## src/rtl/irq_csr_pkg.sv

```systemverilog
package irq_csr_pkg;

  // Number of delegable interrupt classes: software, timer, external
  localparam int unsigned N_CLASS = 3;

  // Supervisor bit of class k sits at 4k+1, machine bit at 4k+3
  function automatic int unsigned sup_bit(input int unsigned k);
    return 4 * k + 1;
  endfunction

  function automatic int unsigned mach_bit(input int unsigned k);
    return 4 * k + 3;
  endfunction

  // Which CSR window an address selects
  typedef struct packed {
    logic m_en;
    logic m_pend;
    logic deleg;
    logic s_en;
    logic s_pend;
  } csr_sel_t;

endpackage

```

## src/rtl/irq_rst_sync.sv

```systemverilog
module irq_rst_sync (
  input  logic clk,
  input  logic rst_n,
  output logic rst_sync_n
);

  logic meta_q;
  logic sync_q;

  always_ff @(posedge clk or negedge rst_n) begin
    if (!rst_n) begin
      meta_q <= 1'b0;
      sync_q <= 1'b0;
    end else begin
      meta_q <= 1'b1;
      sync_q <= meta_q;
    end
  end

  assign rst_sync_n = sync_q;

endmodule

```

## src/rtl/irq_csr_decode.sv

```systemverilog
module irq_csr_decode
  import irq_csr_pkg::*;
#(
  parameter int unsigned ADDR_W      = 12,
  parameter logic [11:0] ADDR_M_EN   = 12'h304,
  parameter logic [11:0] ADDR_M_PEND = 12'h344,
  parameter logic [11:0] ADDR_DELEG  = 12'h303,
  parameter logic [11:0] ADDR_S_EN   = 12'h104,
  parameter logic [11:0] ADDR_S_PEND = 12'h144
) (
  input  logic [ADDR_W-1:0] addr,
  output csr_sel_t          sel
);

  always_comb begin
    sel        = '0;
    sel.m_en   = (addr == ADDR_W'(ADDR_M_EN));
    sel.m_pend = (addr == ADDR_W'(ADDR_M_PEND));
    sel.deleg  = (addr == ADDR_W'(ADDR_DELEG));
    sel.s_en   = (addr == ADDR_W'(ADDR_S_EN));
    sel.s_pend = (addr == ADDR_W'(ADDR_S_PEND));
  end

endmodule

```

## src/rtl/irq_class_slice.sv

```systemverilog
module irq_class_slice #(
  parameter bit IS_SOFT = 1'b0
) (
  input  logic clk,
  input  logic rst_n,
  input  logic we_m_en,
  input  logic we_m_pend,
  input  logic we_deleg,
  input  logic we_s_en,
  input  logic we_s_pend,
  input  logic wd_sup,
  input  logic wd_mach,
  input  logic lvl_i,
  input  logic set_i,
  output logic deleg_o,
  output logic s_en_o,
  output logic m_en_o,
  output logic s_pend_o
);

  logic deleg_q, deleg_d, deleg_ce;
  logic s_en_q,  s_en_d,  s_en_ce;
  logic m_en_q,  m_en_d,  m_en_ce;
  logic s_pend_q, s_pend_d, s_pend_ce;

  // Next-state logic
  always_comb begin
    deleg_ce = we_deleg;
    deleg_d  = wd_sup;

    m_en_ce  = we_m_en;
    m_en_d   = wd_mach;

    // Supervisor enable shares storage between the two windows
    s_en_ce  = we_m_en | (we_s_en & deleg_q);
    s_en_d   = wd_sup;
  end

  generate
    if (IS_SOFT) begin : g_soft
      logic sw_wr;
      always_comb begin
        sw_wr     = we_m_pend | (we_s_pend & deleg_q);
        s_pend_ce = set_i | sw_wr;
        s_pend_d  = set_i ? 1'b1 : wd_sup;
      end
      logic unused_lvl;
      assign unused_lvl = lvl_i;
    end else begin : g_level
      always_comb begin
        s_pend_ce = 1'b1;
        s_pend_d  = lvl_i;
      end
      logic unused_wr;
      assign unused_wr = we_m_pend ^ we_s_pend ^ set_i;
    end
  endgenerate

  // Registers
  always_ff @(posedge clk or negedge rst_n) begin
    if (!rst_n) begin
      deleg_q  <= 1'b0;
      s_en_q   <= 1'b0;
      m_en_q   <= 1'b0;
      s_pend_q <= 1'b0;
    end else begin
      if (deleg_ce)  deleg_q  <= deleg_d;
      if (s_en_ce)   s_en_q   <= s_en_d;
      if (m_en_ce)   m_en_q   <= m_en_d;
      if (s_pend_ce) s_pend_q <= s_pend_d;
    end
  end

  assign deleg_o  = deleg_q;
  assign s_en_o   = s_en_q;
  assign m_en_o   = m_en_q;
  assign s_pend_o = s_pend_q;

  AST_UNDELEG_EN_HELD: assert property (@(posedge clk) disable iff (!rst_n)
    (we_s_en && !deleg_q) |=> $stable(s_en_q));

  AST_MACH_EN_HELD: assert property (@(posedge clk) disable iff (!rst_n)
    (!we_m_en) |=> $stable(m_en_q));

  generate
    if (IS_SOFT) begin : g_chk_soft
      AST_SET_WINS: assert property (@(posedge clk) disable iff (!rst_n)
        set_i |=> s_pend_q);
      AST_UNDELEG_PEND_HELD: assert property (@(posedge clk) disable iff (!rst_n)
        (we_s_pend && !deleg_q && !set_i) |=> $stable(s_pend_q));
    end else begin : g_chk_level
      AST_LEVEL_TRACK: assert property (@(posedge clk) disable iff (!rst_n)
        1'b1 |=> (s_pend_q == $past(lvl_i)));
    end
  endgenerate

endmodule

```

## src/rtl/irq_view_csr.sv

```systemverilog
module irq_view_csr
  import irq_csr_pkg::*;
#(
  parameter int unsigned XLEN        = 64,
  parameter logic [11:0] ADDR_M_EN   = 12'h304,
  parameter logic [11:0] ADDR_M_PEND = 12'h344,
  parameter logic [11:0] ADDR_DELEG  = 12'h303,
  parameter logic [11:0] ADDR_S_EN   = 12'h104,
  parameter logic [11:0] ADDR_S_PEND = 12'h144
) (
  input  logic            clk,
  input  logic            rst_n,
  input  logic [11:0]     csr_addr,
  input  logic            csr_rd_en,
  input  logic            csr_wr_en,
  input  logic [XLEN-1:0] csr_wdata,
  output logic [XLEN-1:0] csr_rdata,
  input  logic            stimer_lvl,
  input  logic            sext_lvl,
  input  logic            ssoft_set
);

  localparam int unsigned ADDR_W = 12;
  localparam int unsigned TOP_BIT = mach_bit(N_CLASS - 1);

  logic     rst_sync_n;
  csr_sel_t sel;
  csr_sel_t we;

  logic [N_CLASS-1:0] lvl_vec;
  logic [N_CLASS-1:0] set_vec;
  logic [N_CLASS-1:0] deleg_b, s_en_b, m_en_b, s_pend_b;

  logic [XLEN-1:0] sup_mask;
  logic [XLEN-1:0] m_en_word, m_pend_word, deleg_word;
  logic [XLEN-1:0] s_en_view, s_pend_view;

  irq_rst_sync u_rst (
    .clk        (clk),
    .rst_n      (rst_n),
    .rst_sync_n (rst_sync_n)
  );

  irq_csr_decode #(
    .ADDR_W      (ADDR_W),
    .ADDR_M_EN   (ADDR_M_EN),
    .ADDR_M_PEND (ADDR_M_PEND),
    .ADDR_DELEG  (ADDR_DELEG),
    .ADDR_S_EN   (ADDR_S_EN),
    .ADDR_S_PEND (ADDR_S_PEND)
  ) u_dec (
    .addr (csr_addr),
    .sel  (sel)
  );

  assign we = csr_wr_en ? sel : '0;

  // Class order: 0 software, 1 timer, 2 external
  assign lvl_vec = {sext_lvl, stimer_lvl, 1'b0};
  assign set_vec = {1'b0, 1'b0, ssoft_set};

  generate
    for (genvar k = 0; k < N_CLASS; k++) begin : g_cls
      irq_class_slice #(
        .IS_SOFT (k == 0)
      ) u_slice (
        .clk       (clk),
        .rst_n     (rst_sync_n),
        .we_m_en   (we.m_en),
        .we_m_pend (we.m_pend),
        .we_deleg  (we.deleg),
        .we_s_en   (we.s_en),
        .we_s_pend (we.s_pend),
        .wd_sup    (csr_wdata[sup_bit(k)]),
        .wd_mach   (csr_wdata[mach_bit(k)]),
        .lvl_i     (lvl_vec[k]),
        .set_i     (set_vec[k]),
        .deleg_o   (deleg_b[k]),
        .s_en_o    (s_en_b[k]),
        .m_en_o    (m_en_b[k]),
        .s_pend_o  (s_pend_b[k])
      );
    end
  endgenerate

  // Assemble the architectural words
  always_comb begin
    sup_mask    = '0;
    m_en_word   = '0;
    m_pend_word = '0;
    deleg_word  = '0;
    for (int k = 0; k < N_CLASS; k++) begin
      sup_mask[sup_bit(k)]    = 1'b1;
      m_en_word[sup_bit(k)]   = s_en_b[k];
      m_en_word[mach_bit(k)]  = m_en_b[k];
      m_pend_word[sup_bit(k)] = s_pend_b[k];
      deleg_word[sup_bit(k)]  = deleg_b[k];
    end
  end

  // Supervisor windows: no storage, gated per bit by delegation
  assign s_en_view   = m_en_word   & deleg_word;
  assign s_pend_view = m_pend_word & deleg_word;

  always_comb begin
    csr_rdata = '0;
    if (csr_rd_en) begin
      if (sel.m_en)   csr_rdata = m_en_word;
      if (sel.m_pend) csr_rdata = m_pend_word;
      if (sel.deleg)  csr_rdata = deleg_word;
      if (sel.s_en)   csr_rdata = s_en_view;
      if (sel.s_pend) csr_rdata = s_pend_view;
    end
  end

  logic unused_wdata;
  assign unused_wdata = ^csr_wdata;

  initial begin
    if (XLEN <= TOP_BIT) $error("XLEN too small for interrupt bit layout");
  end

  AST_IDLE_READ_ZERO: assert property (@(posedge clk) disable iff (!rst_sync_n)
    !csr_rd_en |-> (csr_rdata == '0));

  AST_DELEG_ONLY_SUP: assert property (@(posedge clk) disable iff (!rst_sync_n)
    (csr_rd_en && sel.deleg) |-> ((csr_rdata & ~sup_mask) == '0));

  AST_S_EN_VIEW_SUP: assert property (@(posedge clk) disable iff (!rst_sync_n)
    (csr_rd_en && sel.s_en) |-> ((csr_rdata & ~sup_mask) == '0));

  AST_S_PEND_VIEW_SUP: assert property (@(posedge clk) disable iff (!rst_sync_n)
    (csr_rd_en && sel.s_pend) |-> ((csr_rdata & ~sup_mask) == '0));

  AST_M_PEND_NO_MACH: assert property (@(posedge clk) disable iff (!rst_sync_n)
    (csr_rd_en && sel.m_pend) |-> ((csr_rdata & ~sup_mask) == '0));

  AST_ONE_WINDOW: assert property (@(posedge clk) disable iff (!rst_sync_n)
    $onehot0(sel));

endmodule

```

## config.mk

```make
export PLATFORM = sky130hd
export DESIGN_NAME = irq_view_csr
export DESIGN_NICKNAME = d
export VERILOG_FILES = /design/src/rtl/irq_csr_pkg.sv /design/src/rtl/irq_rst_sync.sv /design/src/rtl/irq_csr_decode.sv /design/src/rtl/irq_class_slice.sv /design/src/rtl/irq_view_csr.sv
export SDC_FILE = /design/constraint.sdc
export NUM_CORES = 1
export LEC_CHECK = 0
export BUFFER_PORTS_ARGS = -buffer_cell sky130_fd_sc_hd__buf_2
export CAP_MARGIN = 40
export CORE_ASPECT_RATIO = 1.5
export CORE_UTILIZATION = 32
export DETAILED_ROUTE_END_ITERATION = 6
export GPL_TIMING_DRIVEN = 0
export PLACE_DENSITY = 0.77
export SLEW_MARGIN = 20
export SYNTH_ARGS = -nofsm -noshare
export SYNTH_HDL_FRONTEND = slang
export SYNTH_SLANG_ARGS = --single-unit
export TNS_END_PERCENT = 5
```

## constraint.sdc

```tcl
create_clock -name clk -period 1 [get_ports clk]
set_input_delay 0 -clock clk [delete_from_list [all_inputs] [get_ports clk]]
set_output_delay 0 -clock clk [all_outputs]
set_load 0.005 [all_outputs]
```

==> results.md <==
- R2r setup slk: -240 ps
- Power, Total: between 0.001 and 0.0015 W
- Port-buffer cells: 30
- Routed Antenna Nets: 0
- Sequential element share of the synthesized area: 25.1%
- ANT cells: 0
- Clock latency at the later pin of the worst-skew pair: between 200 and 250 ps
- Total die area: 4640 µm²
- Final min period: 1400 ps
- Failing checks: setup timing
- Final Wtd Congestion: roughly 0.84
- Final Hold Viols: 0
- CP Capture Type: output port
- First DRT Iteration DRCs: 22
- P_sw: 0.000374 W
- Fin Setup TNS: -4140 ps
- CTS Buffer Depth: 2
- Worst min path class: primary input to flop
- R2r startpoint: g_cls[0].u_slice.deleg_o
- Fmax: between 0.7 and 0.8 GHz
- Critical Path Source Type: flop
- DR vias/cell: 4.12
- Sequential share of power: around 40%
- Initial antenna violation count: 0
- DP HPWL: about 2400 µm
- Synth area leader: buf_4
- Status: complete, but fails checks
- Fin nets: around 340
- FF+latch count, synth: 14
- RSZ-0062 raised after global routing: yes
- Area delta synth->final: 49.9%
- Main combinational cell family by area after synthesis: buffers and inverters
- Largest net degree at the start of global routing: 13
- First-pass GRT wire length: roughly 4600 µm
- Max Slew Vio Count: 0
- CTS Sinks: 14
- # Max-Cap Violations: 0
- DRT Wirelength: ~3000 µm
- Synth Area per Inst: a little over 9 µm²
- Crit path kind: flop to output port
- Pre-Repair DR Iteration Count: 4
- CTS tree: built
- Num CTS Buffers: 3
- Clock transition at path regs: about 50 ps
- Layout Cells excl Fill: between 300 and 400
- Post-Synth XOR/XNOR Area: 0%
- Synth Area in Adders: 0%
- Synth unique cells: 36
- Core area: 4210 µm²
- Simple-gate share of the synthesized area: 23.6%
- Post-synth top area share: 31.2%
- Req. time, crit path: 1000 ps
- Int Pwr: roughly 0.0011 W
- Final setup margin: -396 ps
- Compound-Gate Fraction of Synth Area: 10.2%
- Die Span Y: between 80 and 90 µm
- # rows: 29
- Leakage power: 1.14 nW
- DR vias: roughly 1,200
- Ys Warns: 0
- Max Clock Skew: approximately 0.3 ps
- WP data arrival: 1400 ps
- Syn Std Cell Area: 1400 µm²
- Combinational group share of total power: ~30%
- Die width: around 56 µm
- Maximum vdd drop: ~0.77 mV
- GRT Total Usage: between 10 and 15%
- WL per Instance: about 10 µm
- Switching part of the total: between 20 and 30%
- Dpl ws: -594 ps
- PwrDens: approximately 700 nW/µm²
- Starting Density: between 30 and 40%
- Root buffer cell: clkbuf_8
- Critical Path Fanout Max: 3
- Crit share post-route: 140%
- Synth top area cells: buf_4 (31%), dfrtp_1 (25%), mux2_1 (7.3%)
- Placed insts: 285
- CP startpoint: g_cls[1].u_slice.s_en_o
- H-tree depth: 1
- Ports: approximately 150
- Number of global-route vias before repair: roughly 1,100
- Syn Inst Count: 152
- Setup violators final: 16
- HP Start: csr_wdata[1]
- Post-synthesis mux area share: 7.97%
- Global route overflow: 0
- DRC violations left: 0
- Layout cell share with drive strength beyond 1: about half
- Clock group share of total power: 30.0%
## power groups by stage
stage	sequential (W)	combinational, W	clock (W)
floorplan	0.000596	0.000289	0
finish	0.000590	0.000439	0.000442
global route	0.000592	0.000480	0.000489
detailed placement	0.000600	0.000374	0
CTS	0.000590	0.000418	0.000463
global placement	0.000600	0.000372	0
## metal layers
metal  vias to the layer above  track usage, %  wire (µm)
met1                       535            12.1       1050
met3                         9            2.34        273
met2                        73            23.9       1620
li1                        627               -          -
met4                         0            7.76         89
met5                         -               0          0
## logic make-up after synthesis
kind of cell | count (synthesis)
simple gates | 45
mux | 10
other cells | 2
compound gates | 20
buf+inv | 61
flops | 14
## Yosys cell counts
master      n
a2111oi_1   2
a21oi_1     5
a221oi_2    1
a22oi_1     2
a31o_2      2
and3_1      2
and3_2      1
and3b_1     2
and4_1      3
buf_2       1
buf_4      58
buf_6       1
clkbuf_1    1
conb_1      2
dfrtp_1    14
mux2_1      9
mux2i_1     1
nand2_1     3
nand2b_1    1
nand3_1     3
nand3b_1    4
nand4_4     1
nor2_1     10
nor2_2      2
nor2b_1     1
nor3_1      2
nor3_2      3
nor3_4      1
nor3b_2     2
nor4_1      1
nor4b_4     1
o211ai_1    1
o21ai_0     5
o32ai_1     2
or3_1       1
or3b_1      1
## registers in the layout, indices dropped and copies added (netlist names)
| register | count |
|---|---|
| g_cls.u_slice.deleg_o | 3 |
| g_cls.u_slice.m_en_o | 3 |
| g_cls.u_slice.s_en_o | 3 |
| g_cls.u_slice.s_pend_o | 3 |
| u_rst.meta_q | 1 |
| u_rst.rst_sync_n | 1 |
## cell type report
type,instances,area (µm²)
buffer,61,455
clock buffer,3,41.3
fill,418,2110
multi-input combinational,134,876
sequential,14,350
tap,46,57.6
timing repair buffer,44,314
## worst max-delay path, cell delays in order, from the launching register on
cell       delay, ps
dfrtp_1          390
a21oi_2           80
nor2_1           120
o32ai_2           90
a2111oi_2        300
buf_2            170
## path summary, 6_finish.rpt
check / depth (start not counted) / to
worst max register to register: 4 / g_cls[0].u_slice.s_en_o
worst min register to register: 0 / g_cls[2].u_slice.s_en_o
worst max-delay path: 5 / csr_rdata[5]
max in group asynchronous: 0 / g_cls[0].u_slice.s_pend_o
worst min-delay path: 2 / g_cls[0].u_slice.s_en_o
min in group asynchronous: 2 / u_rst.meta_q
## stage by stage
step                hold WS, ps  utilization, %  cell area, µm²
detailed placement         -212            43.3            1820
floorplan                  -296               -            1620
CTS                        18.1            48.6            2050
global route               31.9            49.8            2090
global placement           -214            43.3            1820
finish                     17.2            49.8            2090
## placed cells by master, fill, tap and decap left out, drive strengths merged, types with 2 or more instances in the layout
cell,Yosys,final
o32ai,2,2
nor3,6,6
buf,60,96
conb,2,59
dfrtp,14,14
clkbuf,1,4
nand3,3,3
and3,3,3
nor3b,2,2
a2111oi,2,2
nand3b,4,4
a21oi,5,5
nor2,12,12
and4,3,3
o21ai,5,5
a31o,2,2
a22oi,2,2
nand2,3,3
and3b,2,2
mux2,9,9
dlygate4sd3,0,8
## timing repair
action,CTS,global route
gates resized for setup,17,9
pin swaps,6,5
setup buffers,4,2
setup endpoints to repair,16,16
hold buffers,8,0
endpoints found under the hold margin,9,0
No activity file was read; power rests on OpenSTA's default activity.
